`config.mk`:
```
export PLATFORM = sky130hd
export DESIGN_NAME = sio_irq_pending
export DESIGN_NICKNAME = d
export VERILOG_FILES = /design/src/rtl/sio_irq_pkg.sv /design/src/rtl/sio_irq_chan.sv /design/src/rtl/sio_irq_ack.sv /design/src/rtl/sio_irq_pending.sv
export SDC_FILE = /design/constraint.sdc
export NUM_CORES = 1
export LEC_CHECK = 0
export ABC_AREA = 0
export ABC_CLOCK_PERIOD_IN_PS = 1310
export BUFFER_PORTS_ARGS = -buffer_cell sky130_fd_sc_hd__buf_2
export CAP_MARGIN = 5
export CORE_MARGIN = 5
export CORE_UTILIZATION = 30
export CTS_BUF_LIST = sky130_fd_sc_hd__clkbuf_8
export DETAILED_ROUTE_END_ITERATION = 10
export SETUP_SLACK_MARGIN = 0.2
export SYNTH_ARGS = -nofsm -noshare
export SYNTH_HDL_FRONTEND = slang
export SYNTH_SLANG_ARGS = --single-unit
```
`constraint.sdc`:
```
create_clock -name clk -period 1.31 [get_ports clk]
set_input_delay 0.131 -clock clk [delete_from_list [all_inputs] [get_ports clk]]
set_output_delay 0.131 -clock clk [all_outputs]
set_load 0.03 [all_outputs]
```
`src/rtl/sio_irq_pkg.sv`:
```
// Shared constants for the serial interrupt pending unit: pending bit
// positions, register numbers, enable field positions and reason codes.
package sio_irq_pkg;
    localparam int NSRC      = 6;
    localparam int SRC_PER_CH = 3;
    // Offsets inside one channel's three-bit group (group 0 = B, 1 = A)
    localparam int OFS_EXT   = 0;
    localparam int OFS_TX    = 1;
    localparam int OFS_RX    = 2;

    // Register numbers
    localparam logic [3:0] ADR_CMD    = 4'd0;
    localparam logic [3:0] ADR_IE     = 4'd1;
    localparam logic [3:0] ADR_VEC    = 4'd2;
    localparam logic [3:0] ADR_PEND   = 4'd3;
    localparam logic [3:0] ADR_MASTER = 4'd9;
    localparam logic [3:0] ADR_EXTEN  = 4'd15;

    // Field positions
    localparam int IE_TX_BIT    = 1;
    localparam int IE_RXM_LO    = 3;
    localparam int EXT_DCD_BIT  = 3;
    localparam int EXT_SYNC_BIT = 4;
    localparam int EXT_BRK_BIT  = 7;
    localparam int MIE_BIT      = 3;
    localparam logic [2:0] CMD_CLR_TX = 3'b101;

    // Acknowledge reason codes
    localparam logic [2:0] CODE_B_EXT = 3'd1;
    localparam logic [2:0] CODE_A_EXT = 3'd5;
    localparam logic [2:0] CODE_A_RX  = 3'd6;
    localparam logic [2:0] CODE_B_RX  = 3'd2;
endpackage

```
`src/rtl/sio_irq_chan.sv`:
```
// Per-channel request gating. Holds the channel's interrupt enable
// register, its ext/status enable register and its hunting flag, and
// turns the raw event pulses into one-cycle set requests.
// Assumes: event pulses are single-cycle and synchronous to clk.
module sio_irq_chan
    import sio_irq_pkg::*;
(
    input  logic       clk,
    input  logic       rst_n,
    input  logic       ie_we,
    input  logic       exten_we,
    input  logic [7:0] wdata,
    input  logic       dcd_chg,
    input  logic       rx_start,
    input  logic       rx_read,
    input  logic       fifo_nonempty,
    input  logic       last_byte,
    input  logic       tx_empty,
    output logic       set_ext,
    output logic       set_tx,
    output logic       set_rx,
    output logic       hunting
);
    logic [7:0] ie_q;
    logic [7:0] exten_q;
    logic       hunt_q;
    logic [1:0] rx_mode;
    logic       unused_bits;

    // Hold the two enable registers
    always_ff @(posedge clk) begin
        if (!rst_n) begin
            ie_q    <= '0;
            exten_q <= '0;
        end else begin
            if (ie_we)    ie_q    <= wdata;
            if (exten_we) exten_q <= wdata;
        end
    end

    // Hunting flag: set on last byte drained, cleared on frame start
    always_ff @(posedge clk) begin
        if (!rst_n)         hunt_q <= 1'b0;
        else if (rx_start)  hunt_q <= 1'b0;
        else if (last_byte) hunt_q <= 1'b1;
    end

    assign rx_mode = ie_q[IE_RXM_LO +: 2];

    // Gate each event through its enable field
    always_comb begin
        set_rx  = (rx_start && (rx_mode == 2'b01 || rx_mode == 2'b10))
               || (rx_read && fifo_nonempty && rx_mode == 2'b10);
        set_ext = (dcd_chg   && exten_q[EXT_DCD_BIT])
               || (rx_start  && exten_q[EXT_SYNC_BIT])
               || (last_byte && exten_q[EXT_BRK_BIT]);
        set_tx  = tx_empty && ie_q[IE_TX_BIT];
    end

    assign hunting     = hunt_q;
    assign unused_bits = ^{ie_q[7:5], ie_q[2], ie_q[0], exten_q[6:5], exten_q[2:0]};
endmodule

```
`src/rtl/sio_irq_ack.sv`:
```
// Fixed-priority acknowledge selector. Picks the winning pending source
// among the four that take part in acknowledge and gives its reason code
// and a one-hot clear mask. Transmit sources never win.
module sio_irq_ack
    import sio_irq_pkg::*;
(
    input  logic [NSRC-1:0] pend,
    output logic            hit,
    output logic [2:0]      code,
    output logic [NSRC-1:0] clr_mask
);
    localparam int B_EXT = 0 * SRC_PER_CH + OFS_EXT;
    localparam int B_RX  = 0 * SRC_PER_CH + OFS_RX;
    localparam int A_EXT = 1 * SRC_PER_CH + OFS_EXT;
    localparam int A_RX  = 1 * SRC_PER_CH + OFS_RX;

    // Priority chain: B ext, A ext, A rx, B rx
    always_comb begin
        hit      = 1'b1;
        code     = '0;
        clr_mask = '0;
        if (pend[B_EXT]) begin
            code = CODE_B_EXT; clr_mask[B_EXT] = 1'b1;
        end else if (pend[A_EXT]) begin
            code = CODE_A_EXT; clr_mask[A_EXT] = 1'b1;
        end else if (pend[A_RX]) begin
            code = CODE_A_RX;  clr_mask[A_RX]  = 1'b1;
        end else if (pend[B_RX]) begin
            code = CODE_B_RX;  clr_mask[B_RX]  = 1'b1;
        end else begin
            hit = 1'b0;
        end
    end
endmodule

```
`src/rtl/sio_irq_pending.sv`:
```
// Interrupt pending unit for a two-channel serial controller. Holds the
// six-bit pending register, the shared base vector and master enable,
// decodes the register bus and performs the acknowledge on vector reads
// through channel B. Assumes: DW >= 8; reg_rdata is combinational and
// read side effects take place on the clock edge ending the read cycle.
module sio_irq_pending
    import sio_irq_pkg::*;
#(
    parameter int DW = 8,
    parameter int AW = 4
) (
    input  logic          clk,
    input  logic          rst_n,
    input  logic          reg_wr,
    input  logic          reg_rd,
    input  logic          reg_chan_a,
    input  logic [AW-1:0] reg_addr,
    input  logic [DW-1:0] reg_wdata,
    output logic [DW-1:0] reg_rdata,
    input  logic [1:0]    dcd_chg,
    input  logic [1:0]    rx_start,
    input  logic [1:0]    rx_read,
    input  logic [1:0]    fifo_nonempty,
    input  logic [1:0]    last_byte,
    input  logic [1:0]    tx_empty,
    output logic [1:0]    hunting,
    output logic          irq
);
    localparam int NCH = 2;

    logic [NSRC-1:0] pend_q;
    logic [NSRC-1:0] set_vec;
    logic [NSRC-1:0] tx_clr;
    logic [NSRC-1:0] ack_mask;
    logic [DW-1:0]   vec_q;
    logic            mie_q;
    logic            ack_hit;
    logic [2:0]      ack_code;
    logic            ack_rd;

    // One gating slice per channel; index 1 is channel A
    for (genvar ch = 0; ch < NCH; ch++) begin : g_chan
        logic sel;
        logic s_ext, s_tx, s_rx;
        assign sel = (reg_chan_a == (ch == 1));

        sio_irq_chan u_chan (
            .clk           (clk),
            .rst_n         (rst_n),
            .ie_we         (reg_wr && sel && reg_addr == AW'(ADR_IE)),
            .exten_we      (reg_wr && sel && reg_addr == AW'(ADR_EXTEN)),
            .wdata         (reg_wdata[7:0]),
            .dcd_chg       (dcd_chg[ch]),
            .rx_start      (rx_start[ch]),
            .rx_read       (rx_read[ch]),
            .fifo_nonempty (fifo_nonempty[ch]),
            .last_byte     (last_byte[ch]),
            .tx_empty      (tx_empty[ch]),
            .set_ext       (s_ext),
            .set_tx        (s_tx),
            .set_rx        (s_rx),
            .hunting       (hunting[ch])
        );

        assign set_vec[ch*SRC_PER_CH + OFS_EXT] = s_ext;
        assign set_vec[ch*SRC_PER_CH + OFS_TX]  = s_tx;
        assign set_vec[ch*SRC_PER_CH + OFS_RX]  = s_rx;
        assign tx_clr[ch*SRC_PER_CH + OFS_EXT]  = 1'b0;
        assign tx_clr[ch*SRC_PER_CH + OFS_RX]   = 1'b0;
        assign tx_clr[ch*SRC_PER_CH + OFS_TX]   = reg_wr && sel
            && reg_addr == AW'(ADR_CMD) && reg_wdata[5:3] == CMD_CLR_TX;
    end

    sio_irq_ack u_ack (
        .pend     (pend_q),
        .hit      (ack_hit),
        .code     (ack_code),
        .clr_mask (ack_mask)
    );

    assign ack_rd = reg_rd && !reg_chan_a && reg_addr == AW'(ADR_VEC);

    // Shared base vector and master enable, writable through either channel
    always_ff @(posedge clk) begin
        if (!rst_n) begin
            vec_q <= '0;
            mie_q <= 1'b0;
        end else if (reg_wr) begin
            if (reg_addr == AW'(ADR_VEC))    vec_q <= reg_wdata;
            if (reg_addr == AW'(ADR_MASTER)) mie_q <= reg_wdata[MIE_BIT];
        end
    end

    // Pending register: clear acknowledged and commanded bits, new sets win
    always_ff @(posedge clk) begin
        if (!rst_n) pend_q <= '0;
        else        pend_q <= (pend_q & ~(ack_rd ? ack_mask : '0) & ~tx_clr) | set_vec;
    end

    // Read data multiplexer
    always_comb begin
        reg_rdata = '0;
        if (reg_addr == AW'(ADR_VEC)) begin
            if (!reg_chan_a && ack_hit) reg_rdata = {vec_q[DW-1:4], ack_code, vec_q[0]};
            else                        reg_rdata = vec_q;
        end else if (reg_addr == AW'(ADR_PEND) && reg_chan_a) begin
            reg_rdata = {{(DW-NSRC){1'b0}}, pend_q};
        end
    end

    assign irq = (|pend_q) && mie_q;
endmodule

```
=== Word-level counts from Yosys, hierarchy flattened ===
Cells that the tools add are included.

* Bits of input ports: 29
* Bits in registers: 43
* Output and inout bits: 11

* Multiplexer cells: 20
* Bitwise operators: 7
* Reductions and logical operators: 44
* Equality and inequality tests: 10

{| class="wikitable"
|+ Operators by type and width
! operator !! number
|-
| 1-bit logical AND || 29
|-
| 6-bit bitwise AND || 2
|-
| 6-bit two-way mux || 2
|-
| 1-bit two-way mux || 11
|-
| 3-bit two-way mux || 3
|-
| 4-bit by 2-bit equality test with 1-bit output (second input constant) || 2
|-
| 4-bit equality test (second input constant) || 2
|-
| 1-bit logical OR || 8
|-
| 8-bit two-way mux || 1
|-
| 5-bit NOT with 6-bit output || 1
|-
| 6-bit NOT || 1
|-
| 6-bit OR || 1
|-
| 6-bit OR reduction || 1
|-
| 2-bit by 1-bit equality test with 1-bit output (second input constant) || 2
|-
| 2-bit equality test (second input constant) || 2
|-
| 4-bit by 1-bit equality test with 1-bit output (second input constant) || 1
|-
| 4-bit zero test || 1
|-
| 2-bit two-way mux || 2
|-
| 4-bit two-way mux || 1
|-
| 2-bit AND reduction || 2
|-
| 2-bit OR reduction || 2
|-
| 3-bit equality test (second input constant) || 1
|-
| 1-bit NOT || 2
|-
| 1-bit zero test || 1
|}

=== Depth between registers and ports, before layout ===
Gate-level depths: netlist of the first run.

* Depth after elaboration: 9
* Depth in mapped cells: 5
* Gate-level depth less buffers: 5

=== By module ===
Synthesis of the first run repeated with hierarchy kept, for this count alone.

* Cells, all modules: 172
* Area total of the unflattened synthesis: 1550.2 µm²

{| class="wikitable"
|+ By module, submodules not included
! module !! cells an instance !! area an instance (µm²) !! times used
|-
| sio_irq_pending || 101 || 862.1 || 1
|-
| sio_irq_chan || 28 || 297.8 || 2
|-
| sio_irq_ack || 15 || 92.6 || 1
|}

=== Least setup slack after synthesis of the first run ===
OpenSTA, ideal clock, no wires.

* Path type: input to output
* Start point: in reg_addr[2]
* End point: out reg_rdata[2]
* Setup slack: -0.161 ns
* Data required time: 1.179 ns
* Arrival: 1.340 ns
* Stages on the path: 5
* Path buffers: 2
* Cell sequence: buf_2 or3b_1 buf_2 nor2_2 a32o_1

* Word-level cells in the longest chain between the ends: 4
* Elaborated cells on any way between the ends: 5

{| class="wikitable"
|+ RTL lines
! element !! RTL line !! text
|-
| start: declaration || sio_irq_pending.sv:17 || <nowiki>input logic [AW-1:0] reg_addr,</nowiki>
|-
| 4-bit by 2-bit equality test with 1-bit output || sio_irq_pending.sv:106 || <nowiki>end else if (reg_addr == AW'(ADR_PEND) && reg_chan_a) begin</nowiki>
|-
| 1-bit logical AND || sio_irq_pending.sv:106 ||
|-
| 6-bit two-way mux || sio_irq_pending.sv:106 ||
|-
| 8-bit two-way mux (*) || sio_irq_pending.sv:103 || <nowiki>if (reg_addr == AW'(ADR_VEC)) begin</nowiki>
|-
| end: declaration || sio_irq_pending.sv:19 || <nowiki>output logic [DW-1:0] reg_rdata,</nowiki>
|}

Every way passes the cells marked *; elsewhere a longest branch is shown, timed or not.

=== Worst setup path in the final report of the first run ===
* Start point: reg pend_q[0]
* End point: out reg_rdata[3]

* Word-level cells in the longest chain between the ends: 4
* Elaborated cells on any way between the ends: 5

{| class="wikitable"
|+ RTL lines
! element !! RTL line !! text
|-
| start: declaration || sio_irq_pending.sv:31 || <nowiki>logic [NSRC-1:0] pend_q;</nowiki>
|-
| start signal: assignment || sio_irq_pending.sv:97 || <nowiki>else pend_q <= (pend_q & ~(ack_rd ? ack_mask : '0) & ~tx_clr) | set_vec;</nowiki>
|-
| 1-bit two-way mux || sio_irq_ack.sv:22 || <nowiki>if (pend[B_EXT]) begin</nowiki>
|-
| 1-bit logical AND || sio_irq_pending.sv:104 || <nowiki>if (!reg_chan_a && ack_hit) reg_rdata = {vec_q[DW-1:4], ack_code, vec_q[0]};</nowiki>
|-
| 4-bit two-way mux (*) || sio_irq_pending.sv:104 ||
|-
| 8-bit two-way mux (*) || sio_irq_pending.sv:103 ||
|}

Marked as above.

==> results of run 1 <==
## cell families after synthesis
group                    after synthesis  synth area share
flip-flops                            29            0.3990
adder cells (fa/ha/maj)                2           0.01719
AO/OA/AOI/OAI                         70            0.2984
buffers and inverters                 19           0.06190
AND/OR/NAND/NOR                       53            0.2236
## path summary, 6_finish.rpt
path | startpoint | end | slack (ns) | cells past startpoint
max | pend_q[0] | reg_rdata[3] | -0.30 | 4
min | rx_start[1] | g_chan[1].u_chan.hunting | 0.05 | 2
max reg2reg | pend_q[0] | pend_q[2] | 0.15 | 3
min reg2reg | g_chan[0].u_chan.ie_q[1] | pend_q[1] | 0.46 | 2
## synthesized netlist by cell type, types with 3 or more instances
| master | number |
|---|---|
| a21oi_1 | 28 |
| o21bai_1 | 4 |
| nand2b_1 | 4 |
| dfxtp_1 | 29 |
| a22o_1 | 4 |
| nand2_1 | 3 |
| o21ai_0 | 21 |
| nand3_1 | 20 |
| nor2_1 | 4 |
| inv_1 | 6 |
| o31ai_1 | 3 |
| clkbuf_1 | 6 |
## area by class of cell
type / count / area (um2) / share of cell area
clock buffer: 7 / 96.34 / 0.04459
tap: 67 / 83.83 / 0.03880
sequential: 29 / 594.3 / 0.2750
inverter: 6 / 22.52 / 0.01042
clock inverter: 1 / 5.005 / 0.002316
timing repair buffer: 66 / 480.5 / 0.2224
multi-input combinational: 125 / 878.3 / 0.4065
## power groups by stage
stage | clock [mW] | sequential, mW | combinational [mW]
2_1_floorplan | 0 | 0.917 | 0.110
3_3_place_gp | 0 | 0.919 | 0.217
3_5_place_dp | 0 | 0.919 | 0.216
4_1_cts | 0.832 | 0.895 | 0.235
5_1_grt | 0.869 | 0.896 | 0.266
6_report | 0.806 | 0.896 | 0.242
## per-layer routing
metal	global-route usage	vias up
li1	-	768
met2	0.2095	29
met1	0.1811	691
met4	0.04983	0
met3	0.03725	6
met5	0	-
## registers in the layout, indices dropped and copies added, names as in the netlist
register / cells
g_chan.u_chan.hunting: 2
pend_q: 6
g_chan.u_chan.ie_q: 6
g_chan.u_chan.exten_q: 6
mie_q: 1
vec_q: 8
## stage by stage
step / setup slack [ns] / std cells / cell area, um2 / power (mW) / utilization
after floorplan: -0.01275 / 173 / 1500 / 1.027 / -
after CTS: -0.2786 / 300 / 2105 / 1.962 / 0.4456
after global placement: -0.1695 / 287 / 1844 / 1.136 / 0.3905
after detailed placement: -0.1734 / 287 / 1844 / 1.135 / 0.3905
after global routing: -0.3564 / 301 / 2161 / 2.031 / 0.4575
final: -0.3045 / 301 / 2161 / 1.944 / 0.4575
## timing repair
item	CTS	global route
gates resized for setup	37	10
pin swaps	10	10
setup buffers	5	1
setup endpoints to repair	11	18
## worst reg2reg max path, cell delays in order (launching register included)
cell	delay (ns)
dfxtp_4	0.37
or2_4	0.27
o41ai_2	0.32
a21oi_1	0.09
==> results.json, run 1 <==
{
  "status": "complete, but fails checks",
  "violations": "setup timing",
  "period_share": 1.232,
  "clock_skew_ns": 0.003939,
  "io_buffers": 39,
  "cts.sinks": 29,
  "root_buffer": "clkbuf_8",
  "routed_wl_um": 4182,
  "coreArea_um2": 4723,
  "path_buf_inv": 1,
  "grt_pass1_wl_um": 6630,
  "met3_length_um": 184,
  "ant_nets": 0,
  "avgSynthCellArea_um2": 8.411,
  "cellLeakagePower_nw": 0.8518,
  "slew_violations": 0,
  "internal_power_mw": 1.474,
  "wl_per_cell_um": 13.89,
  "grt_util_all_layers": 0.1362,
  "p_per_area_nw_per_um2": 899.6,
  "routabilityCongestion": 0.8073,
  "arrival_ns": 1.48,
  "drv_cap": 0,
  "relSlewSlack": 0.7174,
  "synth_ff_type": "dfxtp_1",
  "cpLargestDelayFamily": "compound AO/OA/AOI/OAI gates",
  "clock_path_buffers": 2,
  "ir_worst_vdd_v": 0.0003341,
  "cts_hold_buf": 0,
  "synth_edf_count": 0,
  "num-fill-cells": 469,
  "final-setup-viol-count": 7,
  "ys_seq_area_frac": 0.3990,
  "cp_max_fo": 6,
  "cts_buffers": 5,
  "synth_warnings": 0,
  "switching_share": 0.2417,
  "die_area_um2": 6343,
  "synthCells": 173,
  "critPathKind": "reg -> out",
  "synth_area_leader_cell": "dfxtp_1",
  "ys_types": 41,
  "crit_path_cell_trace": "nor4_4, o21bai_1, a32o_2, buf_6",
  "cp-end-kind": "output port",
  "clk_pin_slew_ns": 0.06,
  "worst_ep_required_time_ns": 1.18,
  "diodes": 0,
  "viasPerCell": 4.963,
  "worstSkewPairLatency_ns": 0.28,
  "grt.overflow.total": 0,
  "max_freq_mhz": 619.4,
  "async_reset_ff_frac": 0,
  "power_frac_clock": 0.414,
  "p_comb_frac": 0.125,
  "num_rows": 25,
  "top_layer_used": "met4",
  "startpoint_type": "flop",
  "area_growth_pct": 48.50,
  "die_w_um": 79.65,
  "initial_core_util": 0.3081,
  "layout-drive-gt1-share": 0.4402,
  "min_path_type": "in -> reg",
  "rsz0062_at_grt": "true",
  "drt_iter0_drc": 95,
  "mostFrequentLayoutCells": "a21oi_1, buf_2, buf_4",
  "setup_tns_ns": -0.9226,
  "period_minus_slack_ns": 1.615,
  "met1_length_um": 1973,
  "tritoncts": "done",
  "synth_top_area_frac": 0.3990,
  "die_h_um": 79.65,
  "seq_power_share": 0.461,
  "drc": 0,
  "ios": 40,
  "synthTopCellsByArea": "dfxtp_1, a21oi_1, o21ai_0",
  "syn_nets": 204,
  "syn-cell-area_um2": 1455,
  "slowest_delay_ns": 0.37,
  "slowest_stage": "dfxtp_4",
  "worstMarginPinSlew_ns": 0.4239,
  "dp_hpwl_um": 3076,
  "hold_viol": 0,
  "timing.hold.ws_ns": 0.04633,
  "antenna_found_initial": 0,
  "grt_pass1_vias": 1414,
  "grt_max_degree": 30,
  "cts_max_level": 2,
  "setup_slack_ns": -0.3045,
  "wl_met2_um": 1970,
  "fin_nets": 264,
  "p_switching_mw": 0.4698,
  "via_count": 1494,
  "first_pass_iters": 4,
  "ys_seq_elements": 29
}
(Power assumes the default switching activity.)
==> inputs of run 2 (changes only) <==
--- a/config.mk
+++ b/config.mk
@@ -13,7 +13,6 @@
 export CORE_UTILIZATION = 30
 export CTS_BUF_LIST = sky130_fd_sc_hd__clkbuf_8
 export DETAILED_ROUTE_END_ITERATION = 10
-export SETUP_SLACK_MARGIN = 0.2
 export SYNTH_ARGS = -nofsm -noshare
 export SYNTH_HDL_FRONTEND = slang
 export SYNTH_SLANG_ARGS = --single-unit
==> run 2 against run 1 <==
  * The run still ends with setup timing left
  * Critical endpoint unchanged
  * Combinational power about the same
  * Global-route usage up 0.89 points
  * Design area down 0.64%
  * Clock power down 16%
  * Fmax up 2.1%
  * Largest cell class unchanged
  * Worst hold slack worse by 0.00096 ns
  * Via count up 1.8%
  * Die area unchanged
  * Sequential power about the same
  * Clock skew down 0.0020 ns
  * Sequential cell count unchanged
  * Critical path depth unchanged
==> results.json, run 2 (same netlist as run 1, synthesis figures left out) <==
{
  "period_share": 1.208,
  "drc": 0,
  "r2r-start": "pend_q[0]",
  "min_path_type": "in -> reg",
  "die_h_um": 79.65,
  "crit_path_cell_trace": "nor4_4, o21bai_1, a32o_2, buf_6",
  "num-fill-cells": 482,
  "initial_core_util": 0.3081,
  "cts_max_level": 2,
  "ff2ff_path_depth": 4,
  "grt_pass1_vias": 1511,
  "drt_iter0_drc": 108,
  "violations": "setup timing",
  "slew_violations": 0,
  "final_area_um2": 2147,
  "ios": 40,
  "grt_pass1_wl_um": 7148,
  "drv_cap": 0,
  "slowest_delay_ns": 0.35,
  "tritoncts": "done",
  "timing.hold.ws_ns": 0.04538,
  "arrival_ns": 1.45,
  "clock_path_buffers": 2,
  "largest_reg_flops": 8,
  "status": "complete, but fails checks",
  "die_area_um2": 6343,
  "via_count": 1521,
  "setup_slack_ns": -0.2720,
  "dp_hpwl_um": 3140,
  "clk_pin_slew_ns": 0.06,
  "die_w_um": 79.65,
  "final-setup-viol-count": 7,
  "period_minus_slack_ns": 1.582,
  "relSlewSlack": 0.7054,
  "cp-end-kind": "output port",
  "viasPerCell": 5.020,
  "diodes": 0,
  "clock_skew_ns": 0.001951,
  "layout-drive-gt1-share": 0.4280,
  "cts.sinks": 29,
  "ant_nets": 0,
  "first_pass_iters": 5,
  "area_growth_pct": 47.55,
  "worst_ep_required_time_ns": 1.18,
  "num_rows": 25,
  "placed_cell_area_um2": 1874,
  "antenna_found_initial": 0,
  "worstMarginPinSlew_ns": 0.4419,
  "cellLeakagePower_nw": 0.8590,
  "grt.overflow.total": 0,
  "cp.depth": 4,
  "final_common_cell": "buf_4",
  "mostFrequentLayoutCells": "buf_4, a21oi_1, buf_2",
  "root_buffer": "clkbuf_8",
  "routabilityCongestion": 0.8447,
  "wl_per_cell_um": 14.19,
  "routed_wl_um": 4301,
  "cts_buffers": 5,
  "worstSkewPairLatency_ns": 0.28,
  "io_buffers": 39,
  "power.total_mw": 1.820,
  "rsz0062_at_grt": "true",
  "p_per_area_nw_per_um2": 847.4,
  "cp_max_fo": 4,
  "startpoint_type": "flop",
  "cts_hold_buf": 0,
  "path_buf_inv": 1,
  "ir_worst_vdd_v": 0.0006151,
  "coreArea_um2": 4723,
  "fin_nets": 266,
  "reg2reg_slack_ns": -0.01,
  "critPathKind": "reg -> out",
  "grt_util_all_layers": 0.1452,
  "cpLargestDelayFamily": "compound AO/OA/AOI/OAI gates",
  "slowest_stage": "dfxtp_2",
  "hold_end": "g_chan[1].u_chan.hunting",
  "r2r-end": "pend_q[2]",
  "max_freq_mhz": 632.1,
  "top_register": "vec_q",
  "dp_slack_ns": -0.1782,
  "grt_max_degree": 30,
  "hold_viol": 0,
  "min-delay-start": "rx_start[1]",
  "hold_depth": 2
}
run 2: worst max-delay path by stage:
stage | from | slack (ns) | to
after floorplan | reg_addr[3] | -0.01 | reg_rdata[2]
after global placement | reg_addr[3] | -0.17 | reg_rdata[2]
after detailed placement | reg_addr[3] | -0.18 | reg_rdata[2]
after CTS | pend_q[2] | -0.27 | reg_rdata[3]
after global routing | pend_q[0] | -0.32 | reg_rdata[3]
final | pend_q[0] | -0.27 | reg_rdata[3]
run 2: metal layers:
layer  track usage  vias up  wire length [um]
li1              -      773                 -
met1        0.1857      714              1964
met2        0.2295       30              2041
met3       0.04063        4               226
met4       0.05670        0                68
met5             0        -                 0
run 2: repair_timing:
| action | 4_1_cts | 5_1_grt |
|---|---|---|
| pin swaps | 6 | 5 |
| gates resized for setup | 39 | 3 |
| buffers inserted | 4 | 1 |
| cloned | 0 | 0 |
| setup endpoints to repair | 9 | 11 |
run 2: worst register-to-register path, cell delays in order (launching register included):
cell and delay, ns:
dfxtp_2 0.35, buf_4 0.15, or2_2 0.32, o41ai_2 0.28, a21oi_1 0.10
run 2: where the power goes:
group          leakage (nW)  internal [mW]  switching, mW
registers             0.237          0.892        0.00741
logic                 0.571          0.114          0.129
clock network        0.0519          0.353          0.324
total                 0.859           1.36          0.461
run 2: area by class of cell:
| cell class | count | area [um2] | area share |
|---|---|---|---|
| inverter | 6 | 22.52 | 0.01049 |
| clock buffer | 5 | 68.82 | 0.03205 |
| multi-input combinational | 125 | 868.3 | 0.4044 |
| timing repair buffer | 68 | 504.2 | 0.2348 |
| tap | 67 | 83.83 | 0.03904 |
| clock inverter | 3 | 11.26 | 0.005245 |
| sequential | 29 | 588.1 | 0.2739 |
run 2: through the flow:
step | TNS, ns | std cells | utilization
floorplan | -0.01997 | 173 | -
global placement | -2.069 | 291 | 0.3968
detailed placement | -2.365 | 291 | 0.3968
CTS | -0.8478 | 302 | 0.4495
global route | -1.174 | 303 | 0.4546
finish | -0.7252 | 303 | 0.4546
